### config.mk
export PLATFORM = sky130hd
export DESIGN_NAME = spi_port_ctl
export DESIGN_NICKNAME = d
export VERILOG_FILES = /design/src/rtl/spi_port_pkg.sv /design/src/rtl/spi_port_fifo.sv /design/src/rtl/spi_port_master.sv /design/src/rtl/spi_port_slave.sv /design/src/rtl/spi_port_ctl.sv
export SDC_FILE = /design/constraint.sdc
export NUM_CORES = 1
export LEC_CHECK = 0
export BUFFER_PORTS_ARGS = -buffer_cell sky130_fd_sc_hd__buf_2
export CORE_UTILIZATION = 65
export DETAILED_ROUTE_END_ITERATION = 7
export PLACE_DENSITY = 0.81
export SYNTH_ARGS = -nofsm -noshare
export SYNTH_HDL_FRONTEND = slang
export SYNTH_SLANG_ARGS = --single-unit
export TNS_END_PERCENT = 10
### constraint.sdc
create_clock -name clk -period 8.5 [get_ports clk]
set_input_delay 0.425 -clock clk [delete_from_list [all_inputs] [get_ports clk]]
set_output_delay 0.425 -clock clk [all_outputs]
set_load 0.02 [all_outputs]
### src/rtl/spi_port_pkg.sv
package spi_port_pkg;

   localparam logic [1:0] ADDR_CTRL = 2'd0;
   localparam logic [1:0] ADDR_DATA = 2'd1;
   localparam logic [1:0] ADDR_STAT = 2'd2;

   typedef struct packed {
      logic sod;   // bit 3: slave drives no MISO
      logic ms;    // bit 2: 1 = slave role
      logic en;    // bit 1: port enable
      logic lb;    // bit 0: internal loopback
   } ctrl_t;

   typedef enum logic [1:0] {
      M_IDLE  = 2'd0,
      M_SHIFT = 2'd1,
      M_DONE  = 2'd2,
      M_GAP   = 2'd3
   } mst_state_t;

endpackage

### src/rtl/spi_port_fifo.sv
module spi_port_fifo #(
   parameter int WIDTH = 8,
   parameter int DEPTH = 8
) (
   input  logic             clk,
   input  logic             rst_n,
   input  logic             push,
   input  logic [WIDTH-1:0] din,
   input  logic             pop,
   output logic [WIDTH-1:0] dout,
   output logic             full,
   output logic             empty
);
   localparam int AW = $clog2(DEPTH);

   logic [WIDTH-1:0] mem [DEPTH];
   logic [AW-1:0]    wptr, rptr;
   logic [AW:0]      fill;
   logic             do_push, do_pop;

   assign full    = (fill == (AW+1)'(DEPTH));
   assign empty   = (fill == '0);
   assign do_push = push && !full;
   assign do_pop  = pop && !empty;
   assign dout    = mem[rptr];

   always_ff @(posedge clk) begin
      if (do_push) mem[wptr] <= din;
   end

   always_ff @(posedge clk or negedge rst_n) begin
      if (!rst_n) begin
         wptr <= '0;
         rptr <= '0;
         fill <= '0;
      end else begin
         if (do_push) wptr <= wptr + 1'b1;
         if (do_pop)  rptr <= rptr + 1'b1;
         case ({do_push, do_pop})
            2'b10:   fill <= fill + 1'b1;
            2'b01:   fill <= fill - 1'b1;
            default: fill <= fill;
         endcase
      end
   end

   assert_no_overflow_R8: assert property (@(posedge clk) disable iff (!rst_n)
      fill <= (AW+1)'(DEPTH));

   assert_empty_pop_R9: assert property (@(posedge clk) disable iff (!rst_n)
      (empty && pop && !push) |=> empty);

endmodule

### src/rtl/spi_port_master.sv
module spi_port_master
   import spi_port_pkg::*;
#(
   parameter int FRAME_W  = 8,
   parameter int CLK_HALF = 2
) (
   input  logic               clk,
   input  logic               rst_n,
   input  logic               run,
   input  logic               lb,
   input  logic               tx_valid,
   input  logic [FRAME_W-1:0] tx_word,
   output logic               tx_pop,
   input  logic               miso_i,
   output logic               sclk_o,
   output logic               mosi_o,
   output logic               ssel_n_o,
   output logic               rx_push,
   output logic [FRAME_W-1:0] rx_word,
   output logic               active
);
   localparam int CW = $clog2(FRAME_W);
   localparam int PW = (CLK_HALF > 1) ? $clog2(CLK_HALF) : 1;

   mst_state_t         st;
   logic [FRAME_W-1:0] tx_sh, rx_sh;
   logic [CW-1:0]      bit_cnt;
   logic [PW-1:0]      ph;
   logic               in_bit, ph_end;

   assign in_bit   = lb ? tx_sh[FRAME_W-1] : miso_i;
   assign ph_end   = (ph == PW'(CLK_HALF - 1));
   assign mosi_o   = tx_sh[FRAME_W-1];
   assign tx_pop   = run && (st == M_IDLE) && tx_valid;
   assign rx_push  = (st == M_DONE);
   assign rx_word  = rx_sh;
   assign active   = (st != M_IDLE);

   always_ff @(posedge clk or negedge rst_n) begin
      if (!rst_n) begin
         st       <= M_IDLE;
         tx_sh    <= '0;
         rx_sh    <= '0;
         bit_cnt  <= '0;
         ph       <= '0;
         sclk_o   <= 1'b0;
         ssel_n_o <= 1'b1;
      end else if (!run) begin
         st       <= M_IDLE;
         ph       <= '0;
         bit_cnt  <= '0;
         sclk_o   <= 1'b0;
         ssel_n_o <= 1'b1;
      end else begin
         case (st)
            M_IDLE: if (tx_valid) begin
               tx_sh    <= tx_word;
               ssel_n_o <= 1'b0;
               ph       <= '0;
               bit_cnt  <= '0;
               st       <= M_SHIFT;
            end
            M_SHIFT: if (ph_end) begin
               ph <= '0;
               if (!sclk_o) begin
                  sclk_o <= 1'b1;
                  rx_sh  <= {rx_sh[FRAME_W-2:0], in_bit};
               end else begin
                  sclk_o <= 1'b0;
                  if (bit_cnt == CW'(FRAME_W - 1)) begin
                     st <= M_DONE;
                  end else begin
                     bit_cnt <= bit_cnt + 1'b1;
                     tx_sh   <= {tx_sh[FRAME_W-2:0], 1'b0};
                  end
               end
            end else begin
               ph <= ph + 1'b1;
            end
            M_DONE: begin
               ssel_n_o <= 1'b1;
               ph       <= '0;
               st       <= M_GAP;
            end
            default: if (ph_end) begin
               ph <= '0;
               st <= M_IDLE;
            end else begin
               ph <= ph + 1'b1;
            end
         endcase
      end
   end

   assert_sclk_in_frame_R6: assert property (@(posedge clk) disable iff (!rst_n)
      sclk_o |-> !ssel_n_o);

   assert_mosi_hold_R6: assert property (@(posedge clk) disable iff (!rst_n)
      (sclk_o && $past(sclk_o)) |-> $stable(mosi_o));

endmodule

### src/rtl/spi_port_slave.sv
module spi_port_slave #(
   parameter int FRAME_W     = 8,
   parameter int SYNC_STAGES = 2
) (
   input  logic               clk,
   input  logic               rst_n,
   input  logic               run,
   input  logic               lb,
   input  logic               tx_valid,
   input  logic [FRAME_W-1:0] tx_word,
   output logic               tx_pop,
   input  logic               sclk_i,
   input  logic               ssel_n_i,
   input  logic               mosi_i,
   output logic               miso_o,
   output logic               rx_push,
   output logic [FRAME_W-1:0] rx_word,
   output logic               active
);
   localparam int CW = $clog2(FRAME_W);
   localparam int SW = 3 * SYNC_STAGES;

   logic [SW-1:0]      chain;
   logic [2:0]         pins_s;
   logic               sclk_d, ssel_d;
   logic               sclk_rise, sclk_fall, ssel_fall, ssel_rise;
   logic [FRAME_W-1:0] tx_sh, rx_sh;
   logic [CW-1:0]      bit_cnt;
   logic               in_bit, last_bit;

   // {mosi, ssel_n, sclk} per stage
   always_ff @(posedge clk or negedge rst_n) begin
      if (!rst_n) begin
         chain  <= {SYNC_STAGES{3'b010}};
         sclk_d <= 1'b0;
         ssel_d <= 1'b1;
      end else begin
         chain  <= {chain[SW-4:0], mosi_i, ssel_n_i, sclk_i};
         sclk_d <= pins_s[0];
         ssel_d <= pins_s[1];
      end
   end

   assign pins_s    = chain[SW-1 -: 3];
   assign sclk_rise = pins_s[0] && !sclk_d;
   assign sclk_fall = !pins_s[0] && sclk_d;
   assign ssel_fall = !pins_s[1] && ssel_d;
   assign ssel_rise = pins_s[1] && !ssel_d;

   assign miso_o   = tx_sh[FRAME_W-1];
   assign in_bit   = lb ? tx_sh[FRAME_W-1] : pins_s[2];
   assign last_bit = (bit_cnt == CW'(FRAME_W - 1));
   assign tx_pop   = run && ssel_fall && tx_valid;
   assign rx_push  = run && active && !ssel_fall && !ssel_rise && sclk_rise && last_bit;
   assign rx_word  = {rx_sh[FRAME_W-2:0], in_bit};

   always_ff @(posedge clk or negedge rst_n) begin
      if (!rst_n) begin
         tx_sh   <= '0;
         rx_sh   <= '0;
         bit_cnt <= '0;
         active  <= 1'b0;
      end else if (!run) begin
         bit_cnt <= '0;
         active  <= 1'b0;
      end else if (ssel_fall) begin
         tx_sh   <= tx_valid ? tx_word : '0;
         bit_cnt <= '0;
         active  <= 1'b1;
      end else if (ssel_rise) begin
         active  <= 1'b0;
      end else if (active && sclk_rise) begin
         rx_sh <= rx_word;
         if (last_bit) active  <= 1'b0;
         else          bit_cnt <= bit_cnt + 1'b1;
      end else if (active && sclk_fall) begin
         tx_sh <= {tx_sh[FRAME_W-2:0], 1'b0};
      end
   end

   assert_one_push_R11: assert property (@(posedge clk) disable iff (!rst_n)
      rx_push |=> !rx_push);

endmodule

### src/rtl/spi_port_ctl.sv
module spi_port_ctl
   import spi_port_pkg::*;
#(
   parameter int DATA_W      = 16,
   parameter int FRAME_W     = 8,
   parameter int FIFO_DEPTH  = 8,
   parameter int CLK_HALF    = 2,
   parameter int SYNC_STAGES = 2
) (
   input  logic              clk,
   input  logic              rst_n,
   input  logic              reg_wr,
   input  logic              reg_rd,
   input  logic [1:0]        reg_addr,
   input  logic [DATA_W-1:0] reg_wdata,
   output logic [DATA_W-1:0] reg_rdata,
   output logic              sclk_o,
   output logic              sclk_oe,
   input  logic              sclk_i,
   output logic              mosi_o,
   output logic              mosi_oe,
   input  logic              mosi_i,
   output logic              miso_o,
   output logic              miso_oe,
   input  logic              miso_i,
   output logic              ssel_n_o,
   output logic              ssel_oe,
   input  logic              ssel_n_i
);
   generate
      if (FRAME_W < 4 || FRAME_W > 16 || FRAME_W > DATA_W) begin : g_bad_frame
         $error("spi_port_ctl: FRAME_W out of range");
      end
      if (FIFO_DEPTH < 2 || (FIFO_DEPTH & (FIFO_DEPTH - 1)) != 0) begin : g_bad_depth
         $error("spi_port_ctl: FIFO_DEPTH must be a power of two >= 2");
      end
      if (CLK_HALF < 1 || SYNC_STAGES < 2) begin : g_bad_timing
         $error("spi_port_ctl: CLK_HALF >= 1 and SYNC_STAGES >= 2 required");
      end
   endgenerate

   ctrl_t              ctrl;
   logic               m_run, s_run;
   logic               wr_ctrl, wr_data, rd_data;
   logic               tx_full, tx_empty, tx_pop, m_pop, s_pop;
   logic               rx_full, rx_empty, rx_push, m_push, s_push;
   logic [FRAME_W-1:0] tx_head, rx_head, rx_in, m_rx, s_rx;
   logic               m_active, s_active, busy;
   logic               unused_wdata;

   assign wr_ctrl = reg_wr && (reg_addr == ADDR_CTRL);
   assign wr_data = reg_wr && (reg_addr == ADDR_DATA);
   assign rd_data = reg_rd && (reg_addr == ADDR_DATA);
   assign unused_wdata = ^reg_wdata;

   always_ff @(posedge clk or negedge rst_n) begin
      if (!rst_n) begin
         ctrl <= '0;
      end else if (wr_ctrl) begin
         ctrl.sod <= reg_wdata[3];
         ctrl.en  <= reg_wdata[1];
         ctrl.lb  <= reg_wdata[0];
         if (!ctrl.en) ctrl.ms <= reg_wdata[2];
      end
   end

   assign m_run = ctrl.en && !ctrl.ms;
   assign s_run = ctrl.en && ctrl.ms;

   spi_port_fifo #(.WIDTH(FRAME_W), .DEPTH(FIFO_DEPTH)) u_txq (
      .clk(clk), .rst_n(rst_n), .push(wr_data), .din(reg_wdata[FRAME_W-1:0]),
      .pop(tx_pop), .dout(tx_head), .full(tx_full), .empty(tx_empty));

   spi_port_fifo #(.WIDTH(FRAME_W), .DEPTH(FIFO_DEPTH)) u_rxq (
      .clk(clk), .rst_n(rst_n), .push(rx_push), .din(rx_in),
      .pop(rd_data), .dout(rx_head), .full(rx_full), .empty(rx_empty));

   spi_port_master #(.FRAME_W(FRAME_W), .CLK_HALF(CLK_HALF)) u_mst (
      .clk(clk), .rst_n(rst_n), .run(m_run), .lb(ctrl.lb),
      .tx_valid(!tx_empty), .tx_word(tx_head), .tx_pop(m_pop),
      .miso_i(miso_i), .sclk_o(sclk_o), .mosi_o(mosi_o), .ssel_n_o(ssel_n_o),
      .rx_push(m_push), .rx_word(m_rx), .active(m_active));

   spi_port_slave #(.FRAME_W(FRAME_W), .SYNC_STAGES(SYNC_STAGES)) u_slv (
      .clk(clk), .rst_n(rst_n), .run(s_run), .lb(ctrl.lb),
      .tx_valid(!tx_empty), .tx_word(tx_head), .tx_pop(s_pop),
      .sclk_i(sclk_i), .ssel_n_i(ssel_n_i), .mosi_i(mosi_i), .miso_o(miso_o),
      .rx_push(s_push), .rx_word(s_rx), .active(s_active));

   assign tx_pop  = m_pop | s_pop;
   assign rx_push = m_push | s_push;
   assign rx_in   = m_push ? m_rx : s_rx;
   assign busy    = m_active || s_active || !tx_empty;

   assign sclk_oe = m_run;
   assign mosi_oe = m_run;
   assign ssel_oe = m_run;
   assign miso_oe = s_run && !ctrl.sod;

   always_comb begin
      case (reg_addr)
         ADDR_CTRL: reg_rdata = DATA_W'(ctrl);
         ADDR_DATA: reg_rdata = rx_empty ? '0 : DATA_W'(rx_head);
         ADDR_STAT: reg_rdata = DATA_W'({busy, !rx_empty, !tx_full});
         default:   reg_rdata = '0;
      endcase
   end

   assert_ms_lock_R3: assert property (@(posedge clk) disable iff (!rst_n)
      (wr_ctrl && ctrl.en) |=> (ctrl.ms == $past(ctrl.ms)));

   assert_oe_exclusive_R4: assert property (@(posedge clk) disable iff (!rst_n)
      !(miso_oe && (mosi_oe || sclk_oe)));

   assert_idle_when_off_R5: assert property (@(posedge clk) disable iff (!rst_n)
      !ctrl.en |=> (ssel_n_o && !sclk_o));

   assert_push_source_R12: assert property (@(posedge clk) disable iff (!rst_n)
      !(m_push && s_push));

   assert_full_stalls_R8: assert property (@(posedge clk) disable iff (!rst_n)
      (tx_full && wr_data && !tx_pop) |=> tx_full);

endmodule

==> run summary <==
Worst Skew -> 0.0194 ns
Final #Nets -> 650
Critical Path AT -> 2.72 ns
Setup_tns -> 0 ns
Clock share of power -> 29.2%
CTS clk-pin slew, worst paths -> 0.07 ns
Crit end category -> primary output
DP HPWL -> 10,700 um
Peak supply drop -> 0.219 mV
Crit-path max FO -> 18
Mapped Area -> 8820 um^2
CP startpoint kind -> flip-flop
Most numerous cell in the Yosys netlist -> edfxtp_1
ANT nets after route -> 0
Tmin final -> 3.15 ns
Sw frac -> 31.2%
DRT Pass-1 Iters -> 5
Psw -> 0.944 mW
Multi-input logic area -> 2870 um^2
Leakage -> 3.71 nW
RSZ-0062 raised after global routing -> false
CP cell instances -> mux4_2 -> mux2i_1 -> o32ai_1 -> buf_2
Setup Viol. Count Final -> 0
CTS tree -> done
Largest family of logic cells by synthesized area -> multiplexers
Post-Synth XOR/XNOR Area -> 1.69%
CTS Buf Count -> 21
Fillers -> 812
Internal power -> 2.08 mW
# IOs -> 50
DR vias/cell -> 6.16
GR Util All Layers -> 25.5%
Layout cells sized above 1 -> 24.2%
Cts repair resizes -> 0
Most common flop cell mapped by yosys -> edfxtp_1
Port bufs -> 33
# rows -> 42
Total power -> 3.02 mW
Yosys top cell by area -> edfxtp_1
Critical Path RT -> 8.08 ns
Status -> completed
Placer Congestion -> 0.793
PwrDens -> 308 nW/um^2
Synth top cells by count -> 128 x edfxtp_1, 71 x dfrtp_1, 44 x nor2_1
Initial core utilization -> 66.6%
Reg power frac -> 46.4%
GRT overflow -> 0
Pre-CTS WS -> 5.42 ns
Routed WL -> 16,900 um
CTS Root Cell -> clkbuf_16
Clock buffer depth -> 3
Max Fclk -> 318 MHz
Synth area leaders -> edfxtp_1 44%, dfrtp_1 20%, mux4_2 6.4%
Register area share after synthesis -> 64.9%
Synthesis-to-layout area growth -> 11.1%
WS Path Type -> flip-flop to primary output
WL/cell -> 21.4 um
Worst skew pair latency -> 0.50 ns
HP Class -> input port to flip-flop
Reg area -> 5730 um^2
Core Area -> 13,200 um^2
Synth Instances -> 558
Post-synthesis mux area share -> 15.6%
Hold Vio Cnt, Final -> 0
CTS Hold Bufs -> 0
Fraction of registers with async set/reset -> 36.9%
EDFF count, synth -> 128
Final Max Tran Viols -> 0
Initial antenna violation count -> 0
FF+latch count, synth -> 203
Vias in the first global route -> 5,067
Die Ht -> 118 um
Syn avg cell area -> 15.8 um^2
Post-Synth Adder-Cell Area -> 3.21%
# H-tree levels -> 1
Detailed Route Iter0 Violations -> 411
CP max stage delay -> 1.08 ns
Setup ws final -> 5.35 ns
Library cells used by synthesis -> 59
Relative slew slack -> 25.7%
Post-synthesis simple-gate area fraction -> 7.82%
Crit path max-delay cell type -> dfrtp_1
Sink Count -> 203
Yosys warnings -> 0
DIE AREA -> 14,000 um^2
Post-CTS Setup Bufs -> 0
Ant diodes -> 0
Number of max-cap violations -> 0
Largest net degree at the start of global routing -> 76
Residual DRC -> 0
Share of Yosys cell area claimed by the top area cell type -> 43.6%
First-pass GRT wire length -> 26,900 um
Logic pwr share -> 24.4%
Via Count -> 4,875
Final period util -> 37.0%
Die width -> 118 um
Compound-cell area share of the yosys netlist -> 3.85%
Worst-margin pin slew -> 1.11 ns
[metal layers]
layer,track usage [%],part of all wire (%)
met5,0,0
met4,6.80,1.5
met3,4.34,6.5
met2,45.0,52
met1,32.8,40
[final cells by class]
cell class	count	area share, %
clock buffers	26	5.98
clock inverters	11	0.830
inverters	19	0.728
multi-input cells	313	29.2
flip-flops and latches	203	58.4
well taps	176	2.25
repair buffers	44	2.55
[registers in the layout (all words and copies together) (netlist names), 2 cells and up]
name           cells
ctrl               4
u_mst.bit_cnt      3
u_mst.rx_word      8
u_mst.st           2
u_mst.tx_sh        8
u_rxq.fill         4
u_rxq.mem         64
u_rxq.rptr         3
u_rxq.wptr         3
u_slv.bit_cnt      3
u_slv.chain        6
u_slv.rx_sh        7
u_slv.tx_sh        8
u_txq.fill         4
u_txq.mem         64
u_txq.rptr         3
u_txq.wptr         3
[stage by stage]
| step | instance area (um^2) | std cells | utilization, % | hold slack, ns |
|---|---|---|---|---|
| floorplan | 8840 | 565 | - | 0.129 |
| global placement | 9130 | 755 | 69.0 | 0.332 |
| detailed placement | 9130 | 755 | 69.0 | 0.339 |
| CTS | 9800 | 792 | 74.0 | 0.0133 |
| global route | 9800 | 792 | 74.0 | 0.00416 |
| finish | 9800 | 792 | 74.0 | 0.0181 |
[cell usage in the layout (no fill, tap or decap), drive strengths merged, types with 3 or more instances in the layout]
master / netlist / layout
a21oi: 15 / 15
a22oi: 8 / 8
and2: 3 / 3
buf: 23 / 44
clkbuf: 7 / 26
clkinv: 0 / 8
conb: 1 / 8
dfrtp: 71 / 71
dfstp: 4 / 4
edfxtp: 128 / 128
ha: 21 / 21
inv: 19 / 21
mux2: 39 / 39
mux2i: 17 / 17
mux4: 32 / 32
nand2: 16 / 16
nand2b: 7 / 7
nand3: 9 / 9
nand3b: 7 / 7
nor2: 44 / 44
nor2b: 4 / 4
nor3: 15 / 15
nor4: 7 / 7
nor4b: 4 / 4
o21ai: 7 / 7
o22ai: 12 / 12
xnor2: 11 / 11
xor2: 6 / 6
[final timing paths]
path                                start        endpoint  slack, ns  cells after the start
max in group asynchronous           rst_n  u_slv.rx_sh[6]       7.80                      1
min reg2reg                u_slv.chain[2]  u_slv.chain[5]       0.35                      0
min in group asynchronous           rst_n     u_mst.st[1]       0.08                      1
max reg2reg                   u_mst.st[0]   u_rxq.fill[2]       5.36                     10
max                         u_rxq.rptr[0]    reg_rdata[2]       5.35                      4
min                              ssel_n_i  u_slv.chain[1]       0.02                      1
[cell families after synthesis]
logic type / count (synthesis)
AO/OA/AOI/OAI: 51
XOR/XNOR: 17
buffers and inverters: 49
flip-flops: 203
AND/OR/NAND/NOR: 127
other: 1
adder cells (fa/ha/maj): 22
multiplexers: 88
[critical path: cells and delay by family (launching register included)]
family                 cells  cell delay (ns)
multiplexers               2             0.81
flip-flops                 1             1.08
AO/OA/AOI/OAI              1             0.14
buffers and inverters      1             0.19
[power groups by stage]
| stage | Sequential [mW] | Clock, mW | Combinational [mW] |
|---|---|---|---|
| after floorplan | 1.28 | 0 | 0.678 |
| after global placement | 1.40 | 0 | 0.689 |
| after detailed placement | 1.42 | 0 | 0.727 |
| after CTS | 1.40 | 0.897 | 0.737 |
| after global routing | 1.43 | 0.939 | 0.798 |
| final | 1.40 | 0.883 | 0.736 |
(Power assumes the default switching activity.)
